$ cat src/rtl/gpio_evt_pkg.sv
package gpio_evt_pkg;

    localparam int WORD_W      = 32;
    localparam int KIND_STRIDE = 12;
    localparam int FIRST_BASE  = 'h40;
    localparam int NUM_KINDS   = 7;

    typedef logic [WORD_W-1:0] word_t;

    // Register families in address order (the order sets the address map).
    typedef enum logic [2:0] {
        K_STAT  = 3'd0,
        K_RISE  = 3'd1,
        K_FALL  = 3'd2,
        K_HIGH  = 3'd3,
        K_LOW   = 3'd4,
        K_ARISE = 3'd5,
        K_AFALL = 3'd6,
        K_NONE  = 3'd7
    } evt_kind_e;

    // Complete state of one bank.
    typedef struct packed {
        word_t rise_en;
        word_t fall_en;
        word_t high_en;
        word_t low_en;
        word_t arise_st;
        word_t afall_st;
        word_t status;
        word_t prev;
        logic  irq;
    } bank_state_t;

    function automatic int kind_base(input int k);
        return FIRST_BASE + KIND_STRIDE * k;
    endfunction

endpackage

$ cat src/rtl/gpio_evt_regdec.sv
module gpio_evt_regdec
    import gpio_evt_pkg::*;
#(
    parameter int NUM_BANKS = 2,
    parameter int ADDR_W    = 8,
    parameter int BIDX_W    = 1
) (
    input  logic [ADDR_W-1:0] addr,
    output evt_kind_e         kind,
    output logic [BIDX_W-1:0] bank,
    output logic              hit
);

    always_comb begin
        kind = K_NONE;
        bank = '0;
        hit  = 1'b0;
        for (int k = 0; k < NUM_KINDS; k++) begin
            for (int b = 0; b < NUM_BANKS; b++) begin
                if (addr == ADDR_W'(kind_base(k) + 4 * b)) begin
                    hit  = 1'b1;
                    kind = evt_kind_e'(3'(k));
                    bank = BIDX_W'(b);
                end
            end
        end
    end

endmodule

$ cat src/rtl/gpio_evt_detect.sv
module gpio_evt_detect
    import gpio_evt_pkg::*;
(
    input  word_t level,
    input  word_t prev,
    input  word_t rise_en,
    input  word_t fall_en,
    input  word_t high_en,
    input  word_t low_en,
    output word_t evt
);

    word_t went_up;
    word_t went_down;

    always_comb begin
        went_up   = level & ~prev;
        went_down = ~level & prev;
        evt       = (rise_en & went_up)
                  | (fall_en & went_down)
                  | (high_en & level)
                  | (low_en  & ~level);
    end

endmodule

$ cat src/rtl/gpio_evt_bank.sv
module gpio_evt_bank
    import gpio_evt_pkg::*;
#(
    parameter word_t VALID_MASK = '1
) (
    input  logic      clk,
    input  logic      rst_n,
    input  logic      wr_en,
    input  evt_kind_e wr_kind,
    input  word_t     wdata,
    input  word_t     level,
    input  evt_kind_e rd_kind,
    output word_t     rdata,
    output word_t     status,
    output logic      irq
);

    bank_state_t st_q, st_d;
    word_t       evt;

    gpio_evt_detect u_detect (
        .level   (level & VALID_MASK),
        .prev    (st_q.prev),
        .rise_en (st_q.rise_en),
        .fall_en (st_q.fall_en),
        .high_en (st_q.high_en),
        .low_en  (st_q.low_en),
        .evt     (evt)
    );

    always_comb begin
        word_t clr_mask;
        st_d     = st_q;
        clr_mask = '0;
        st_d.prev = level & VALID_MASK;
        if (wr_en) begin
            case (wr_kind)
                K_STAT:  clr_mask      = wdata;
                K_RISE:  st_d.rise_en  = wdata & VALID_MASK;
                K_FALL:  st_d.fall_en  = wdata & VALID_MASK;
                K_HIGH:  st_d.high_en  = wdata & VALID_MASK;
                K_LOW:   st_d.low_en   = wdata & VALID_MASK;
                K_ARISE: st_d.arise_st = wdata & VALID_MASK;
                K_AFALL: st_d.afall_st = wdata & VALID_MASK;
                default: ;
            endcase
        end
        // A fresh event overrides a clear of the same bit.
        st_d.status = ((st_q.status & ~clr_mask) | evt) & VALID_MASK;
        st_d.irq    = |st_q.status;
    end

    always_ff @(posedge clk or negedge rst_n) begin
        if (!rst_n) begin
            st_q <= '0;
        end else begin
            st_q <= st_d;
        end
    end

    always_comb begin
        case (rd_kind)
            K_STAT:  rdata = st_q.status;
            K_RISE:  rdata = st_q.rise_en;
            K_FALL:  rdata = st_q.fall_en;
            K_HIGH:  rdata = st_q.high_en;
            K_LOW:   rdata = st_q.low_en;
            K_ARISE: rdata = st_q.arise_st;
            K_AFALL: rdata = st_q.afall_st;
            default: rdata = '0;
        endcase
    end

    assign status = st_q.status;
    assign irq    = st_q.irq;

endmodule

$ cat src/rtl/gpio_event_unit.sv
module gpio_event_unit
    import gpio_evt_pkg::*;
#(
    parameter int NUM_PINS = 54,
    parameter int ADDR_W   = 8
) (
    input  logic                          clk,
    input  logic                          rst_n,
    input  logic                          reg_wr,
    input  logic [ADDR_W-1:0]             reg_addr,
    input  logic [31:0]                   reg_wdata,
    output logic [31:0]                   reg_rdata,
    input  logic [NUM_PINS-1:0]           pin_level,
    output logic [(NUM_PINS+31)/32-1:0]   bank_irq
);

    localparam int NUM_BANKS = (NUM_PINS + WORD_W - 1) / WORD_W;
    localparam int BIDX_W    = (NUM_BANKS > 1) ? $clog2(NUM_BANKS) : 1;
    localparam int PAD_W     = NUM_BANKS * WORD_W;

    evt_kind_e           dec_kind;
    logic [BIDX_W-1:0]   dec_bank;
    logic                dec_hit;
    logic [PAD_W-1:0]    level_pad;
    logic [PAD_W-1:0]    status_flat;
    word_t               rd_words [NUM_BANKS];

    gpio_evt_regdec #(
        .NUM_BANKS (NUM_BANKS),
        .ADDR_W    (ADDR_W),
        .BIDX_W    (BIDX_W)
    ) u_regdec (
        .addr (reg_addr),
        .kind (dec_kind),
        .bank (dec_bank),
        .hit  (dec_hit)
    );

    always_comb begin
        level_pad                 = '0;
        level_pad[NUM_PINS-1:0]   = pin_level;
    end

    for (genvar b = 0; b < NUM_BANKS; b++) begin : g_bank
        localparam int    PINS_HERE = ((NUM_PINS - WORD_W * b) > WORD_W) ? WORD_W
                                                                       : (NUM_PINS - WORD_W * b);
        localparam word_t MASK      = (PINS_HERE == WORD_W) ? '1
                                                            : word_t'((64'd1 << PINS_HERE) - 64'd1);
        logic bank_wr;

        assign bank_wr = reg_wr & dec_hit & (dec_bank == BIDX_W'(b));

        gpio_evt_bank #(
            .VALID_MASK (MASK)
        ) u_bank (
            .clk     (clk),
            .rst_n   (rst_n),
            .wr_en   (bank_wr),
            .wr_kind (dec_kind),
            .wdata   (reg_wdata),
            .level   (level_pad[b*WORD_W +: WORD_W]),
            .rd_kind (dec_kind),
            .rdata   (rd_words[b]),
            .status  (status_flat[b*WORD_W +: WORD_W]),
            .irq     (bank_irq[b])
        );
    end

    always_comb begin
        reg_rdata = '0;
        if (dec_hit) begin
            reg_rdata = rd_words[dec_bank];
        end
    end

endmodule

$ cat config.mk
export PLATFORM = sky130hd
export DESIGN_NAME = gpio_event_unit
export DESIGN_NICKNAME = d
export VERILOG_FILES = /design/src/rtl/gpio_evt_pkg.sv /design/src/rtl/gpio_evt_regdec.sv /design/src/rtl/gpio_evt_detect.sv /design/src/rtl/gpio_evt_bank.sv /design/src/rtl/gpio_event_unit.sv
export SDC_FILE = /design/constraint.sdc
export NUM_CORES = 1
export LEC_CHECK = 0
export ABC_CLOCK_PERIOD_IN_PS = 4400
export BUFFER_PORTS_ARGS = -buffer_cell sky130_fd_sc_hd__clkbuf_2
export CORE_AREA = 4 4 208 210
export CTS_CLUSTER_DIAMETER = 50
export DETAILED_ROUTE_END_ITERATION = 8
export DIE_AREA = 0 0 212 214
export PLACE_DENSITY_LB_ADDON = 0.3
export SETUP_SLACK_MARGIN = 0.2
export SYNTH_ARGS = -nofsm -noshare
export SYNTH_HDL_FRONTEND = slang
export SYNTH_HIERARCHICAL = 1
export SYNTH_SLANG_ARGS = --single-unit
$ cat constraint.sdc
create_clock -name clk -period 4.4 [get_ports clk]
set_clock_uncertainty 0.2 [all_clocks]
set_input_delay 0.66 -clock clk [delete_from_list [all_inputs] [get_ports clk]]
set_output_delay 0.66 -clock clk [all_outputs]
set_load 0.01 [all_outputs]
==> summary.md, run 1 <==
| Metric | Value |
|---|---|
| Status | complete, no violations |
| Total GRT Usage | 0.2515 |
| Clock net sink count | between 400 and 500 |
| Syn Std Cell Area | between 0.02 and 0.025 mm² |
| Die H | 214 µm |
| P_leak | between 0.01 and 0.015 µW |
| ANT nets after route | 0 |
| Yosys warning count | 6 |
| Drt pass-1 iters | 5 |
| Initial Utilization | 0.5211 |
| Post-DP Area | roughly 0.023 mm² |
| Die width | 212 µm |
| ANT cells | 0 |
| Routed vias | 14,700 |
| Final-report hold violation count | 0 |
| Fmax | ~240 MHz |
| Vias in the first global route | about 15,000 |
| DIE AREA | approximately 0.045 mm² |
| CTS tree | yes |
| Avg Cell Area, Syn | around 13 µm² |
| Later-pin clock latency in the skew report | slightly below 600 ps |
| Initial antenna violation count | 1 |
| Mapped Cells | around 1,700 |
| Commonest non-fill, non-tap cell in the layout | dfrtp_1 |
| Tcrit/Tclk final | 0.9283 |
| IO Pins | around 130 |
| CP startpoint kind | primary input |
| Met2 usage in global routing | 0.3986 |
| Relative slew slack | 0.4576 |
| First-pass GRT wire length | around 90 mm |
| Drt via density | 6.017 |
| Maximum VDD drop | about 0.00029 V |
| R2R depth | 3 |
| Root buffer cell | clkbuf_16 |
| Met1 usage | 0.3546 |
| Commonest non-fill, non-tap cells in the layout | 434 x dfrtp_1, 346 x mux2_2, 129 x clkbuf_2 |
| Number of DRC markers in iteration 0 | roughly 1,000 |
| Maximum Capacitance Violations | 0 |
| Bufs on Longest Clock Path | 3 |
| CORE AREA | 0.04157 mm² |
| TritonCTS Buffers | 48 |
| Final RePlAce weighted congestion | 0.8758 |
| Fraction of layout cells with a size suffix above 1 | 0.4028 |
| H-tree level count | 2 |
| Met3 Use GR | 0.03325 |
| Final core utilization | 0.6007 |
| Post-Layout Cell Count | 2,443 |
| Worst endpoint data arrival time | roughly 3200 ps |
| Worst-path maximum fanout | 13 |
| Reg2reg end | g_bank[0].u_bank/irq |
| Setup crit end | reg_rdata[2] |
| Worst EP required | 3540 ps |
| Setup TNS | 0 ps |
| Clock transition at path regs | around 60 ps |
| Min-delay src | pin_level[48] |
| Synth-to-layout area growth | 15.28% |
| Pin count of the biggest net entering global routing | about 130 |
| Total length of routed wires | approximately 58 mm |
| Final instance area | 0.02497 mm² |
| Worst hold path class | primary input to flip-flop |
| Inst Count DP | ~2,300 |
| Reg-to-Reg Start | g_bank[0].u_bank/status[20] |
| FP Rows | between 70 and 80 |
| Slew Viols, Final | 0 |
| Gr busiest metal | met2 |
| Grt ovf | 0 |
| WS Path Type | primary input to output port |
| Final setup fails | 0 |
| DRC viols | 0 |
| Fin nets | between 1,500 and 2,000 |
| Slew at the pin closest to its max-slew limit | between 800 and 900 ps |
| RSZ-0062 raised after global routing | true |
| Reg2Reg Setup Slack | between 2000 and 2500 ps |
| Crit path capture type | output port |
| Post-DR wirelength/cell | between 20 and 25 µm |
| Port Buf Inserts | 130 |
| Pwr Density | 341.1 mW/mm² |
| HPWL Detailed | 38.16 mm |
| Crit path from | reg_addr[2] |
| Crit path time final | 4085 ps |
-- where the power goes --
| group | internal, µW | leakage [µW] | switching, µW | total, µW |
|---|---|---|---|---|
| registers | 4050 | 0.00564 | 31.6 | 4080 |
| logic | 170 | 0.00491 | 275 | 444 |
| clock network | 2340 | 0.000762 | 1660 | 3990 |
-- metal layers --
| layer | vias to the layer above | share of wire |
|---|---|---|
| met2 | 431 | 0.48 |
| met1 | 7565 | 0.44 |
| met3 | 108 | 0.049 |
| li1 | 6596 | - |
| met4 | 0 | 0.034 |
| met5 | - | 0 |
-- what timing repair did --
| item | CTS | global route |
|---|---|---|
| endpoints found under the hold margin | 101 | 0 |
| hold buffers | 27 | 0 |
| gates resized for setup | 2 | 12 |
| pin swaps | 1 | 4 |
| endpoints found under the setup margin | 8 | 25 |
| buffers inserted | 0 | 6 |
-- critical path: stages --
cell	delay (ps)
clkbuf_2	150
or3b_1	390
a21oi_2	190
o2111ai_4	260
buf_12	250
nor3b_4	270
buf_6	210
a22oi_1	100
o211ai_1	190
mux2i_1	130
nor2b_1	230
clkbuf_2	180
-- worst min-delay path by stage --
stage	slack, ps	endpoint	cells after the start
floorplan	160	g_bank[0].u_bank/irq	0
global placement	280	g_bank[0].u_bank/status[24]	1
detailed placement	290	g_bank[1].u_bank/st_q[84]	1
CTS	0.5	g_bank[1].u_bank/st_q[14]	1
global route	10	g_bank[0].u_bank/st_q[29]	1
finish	30	g_bank[1].u_bank/st_q[17]	1
-- final cells by class --
type	instances	area, µm²
inverter	62	232.7
sequential	434	10860
fill	3301	16600
tap	539	674.4
clock inverter	20	232.7
timing repair buffer	235	1714
clock buffer	66	1349
multi-input combinational	1087	9908
-- flip-flops by register name, summed over array words and instances (netlist names) --
register,count
g_bank.u_bank/irq,2
g_bank.u_bank/status,54
g_bank.u_bank/st_q,378
-- metrics by stage --
| step | hold slack, ps | setup WS (ps) | total power (µW) |
|---|---|---|---|
| after global routing | 14.11 | 180.8 | 8820 |
| after global placement | 280.1 | 195.6 | 4560 |
| after detailed placement | 288.2 | 139.9 | 4572 |
| after CTS | 0.4778 | 213.7 | 8599 |
| final | 26.40 | 315.3 | 8517 |
| after floorplan | 164.4 | 429.5 | 4320 |
Note: power is estimated with default switching activity, not from simulation.
==> inputs of run 2 (changes only) <==
--- a/config.mk
+++ b/config.mk
@@ -7,12 +7,13 @@
 export LEC_CHECK = 0
 export ABC_CLOCK_PERIOD_IN_PS = 4400
 export BUFFER_PORTS_ARGS = -buffer_cell sky130_fd_sc_hd__clkbuf_2
-export CORE_AREA = 4 4 208 210
+export CORE_AREA = 2 2 206 208
 export CTS_CLUSTER_DIAMETER = 50
 export DETAILED_ROUTE_END_ITERATION = 8
-export DIE_AREA = 0 0 212 214
+export DIE_AREA = 0 0 208 210
 export PLACE_DENSITY_LB_ADDON = 0.3
 export SETUP_SLACK_MARGIN = 0.2
+export SKIP_CTS_REPAIR_TIMING = 1
 export SYNTH_ARGS = -nofsm -noshare
 export SYNTH_HDL_FRONTEND = slang
 export SYNTH_HIERARCHICAL = 1
==> run 2 against run 1 <==
- routed wire length increased by 1.1%
- total power rose by 2.3%
- flip-flop and latch count unchanged
- combinational power is 2% lower
- critical path depth fell by 1
- critical endpoint is now reg_rdata[0]
- highest routed layer is now met5
==> summary.md, run 2 (synthesis results as in run 1) <==
| Metric | Value |
|---|---|
| Worst hold path class | primary input to flip-flop |
| FP Rows | 75 (unchanged) |
| DRC viols | 0 (unchanged) |
| P_leak | 0.01126 µW (-0.47%) |
| Initial Utilization | 0.5222 (+0.001179) |
| TritonCTS Buffers | 49 (+2.1%) |
| Fmax | 242.2 MHz (-1.1%) |
| Clock net sink count | 434 (unchanged) |
| Die width | 208 µm (-1.9%) |
| Port Buf Inserts | 130 (unchanged) |
| Pwr Density | 350.1 mW/mm² (+2.6%) |
| Root buffer cell | clkbuf_16 |
| Drt via density | 6.134 (+1.9%) |
| Later-pin clock latency in the skew report | 580 ps (about the same) |
| Slew at the pin closest to its max-slew limit | 812.3 ps (-0.1724 ps) |
| Commonest non-fill, non-tap cells in the layout | 434 x dfrtp_1, 346 x mux2_2, 129 x clkbuf_2 |
| Hold Slack | 4.205 ps (-22.19 ps) |
| Maximum Capacitance Violations | 0 (unchanged) |
| Commonest non-fill, non-tap cell in the layout | dfrtp_1 |
| Synth-to-layout area growth | 14.88% |
| Vias in the first global route | 15,410 (+0.69%) |
| Status | complete, no violations |
| Post-DR wirelength/cell | 24.05 µm (+2.1%) |
| Routed vias | 14,840 (+0.95%) |
| CP startpoint kind | primary input |
| Grt ovf | 0 (unchanged) |
| Die H | 210 µm (-1.9%) |
| Relative slew slack | 0.4585 (+0.0009410) |
| Final RePlAce weighted congestion | 0.8483 (-3.1%) |
| ANT nets after route | 0 (unchanged) |
| Fin nets | 1,936 (-1.5%) |
| HPWL Detailed | 38.06 mm (-0.27%) |
| Final-report hold violation count | 0 (unchanged) |
| Post-Layout Cell Count | 2,419 (-0.98%) |
| Total length of routed wires | 58.17 mm (+1.1%) |
| WS Path Type | primary input to output port |
| Crit path capture type | output port |
| Number of DRC markers in iteration 0 | 1,266 (+21%) |
| IO Pins | 131 (unchanged) |
| Worst-path maximum fanout | 21 (+8) |
| Maximum VDD drop | 0.0002382 V (-19%) |
| Final setup fails | 0 (unchanged) |
| Fraction of layout cells with a size suffix above 1 | 0.4082 (+0.005360) |
| Slew Viols, Final | 0 (unchanged) |
| Tcrit/Tclk final | 0.9384 (+0.01009) |
| Inst Count DP | 2,319 (-0.22%) |
| Drt pass-1 iters | 5 (unchanged) |
| H-tree level count | 2 (unchanged) |
| Bufs on Longest Clock Path | 3 (unchanged) |
| Largest Register | g_bank.u_bank/st_q |
| Fillers | 3,256 (-1.4%) |
| DIE AREA | 0.04368 mm² (-3.7%) |
| Worst endpoint data arrival time | 3270 ps (+50 ps) |
| Setup TNS | 0 ps (unchanged) |
| CORE AREA | 0.04148 mm² (-0.23%) |
| Initial antenna violation count | 2 (+1) |
| CTS tree | yes |
| Crit path time final | 4129 ps (+44.41 ps) |
| RSZ-0062 raised after global routing | false |
| Pin count of the biggest net entering global routing | 94 (-26%) |
| Total GRT Usage | 0.2650 (+0.01357) |
| Max reg flops | 378 (unchanged) |
| Clock transition at path regs | 60 ps (about the same) |
| Worst EP required | 3540 ps (about the same) |
| First-pass GRT wire length | 89.75 mm (about the same) |
## run 2: routing by layer
layer | vias up | share of wire | GRT usage
met3 | 117 | 0.055 | 0.03903
li1 | 6538 | - | -
met1 | 7700 | 0.45 | 0.3706
met2 | 482 | 0.47 | 0.4222
met5 | - | 0.00022 | 0
met4 | 2 | 0.030 | 0.1000
## run 2: path summary, 6_finish.rpt
check,end,depth (start not counted),from,slack (ps)
worst max-delay path,reg_rdata[0],11,reg_addr[2],270
worst min-delay path,g_bank[0].u_bank/st_q[26],1,pin_level[25],4
max in group asynchronous,g_bank[1].u_bank/st_q[167],3,rst_n,2500
worst min register to register,g_bank[0].u_bank/st_q[80],1,g_bank[0].u_bank/st_q[80],300
worst max register to register,g_bank[1].u_bank/irq,3,g_bank[1].u_bank/status[7],2390
min in group asynchronous,g_bank[0].u_bank/st_q[90],2,rst_n,480
## run 2: stage by stage
stage	total power, µW	utilization	setup slack [ps]	instance area (µm²)
3_5_place_dp	4575	0.5555	159.3	23040
5_1_grt	9000	0.5999	167.3	24880
6_report	8712	0.5999	270.9	24880
4_1_cts	8774	0.5958	154.4	24710
3_3_place_gp	4562	0.5555	203.7	23040
2_1_floorplan	4320	-	429.5	21690
## run 2: area by class of cell
cell class	count	area [µm²]	share of cell area
Sequential cell	434	10860	0.4364
Multi-Input combinational cell	1088	9950	0.3998
Timing Repair Buffer	204	1490	0.05989
Clock buffer	75	1466	0.05893
Tap cell	539	674.4	0.02710
Inverter	62	232.7	0.009352
Clock inverter	16	207.7	0.008347
Antenna cell	1	2.502	0.0001006
## run 2: power by group
group	internal, µW	switching [µW]	leakage [µW]
registers	4050	32.4	0.00564
clock network	2540	1660	0.000821
logic	156	277	0.00480
total	6740	1970	0.0113
## run 2: worst max-delay path: stages
cell	delay, ps
clkbuf_2	160
or3b_1	420
a21oi_4	240
o2111ai_4	240
and3b_1	300
buf_12	170
a22o_1	170
or3_1	450
mux2i_1	250
nor2b_1	70
clkbuf_2	130
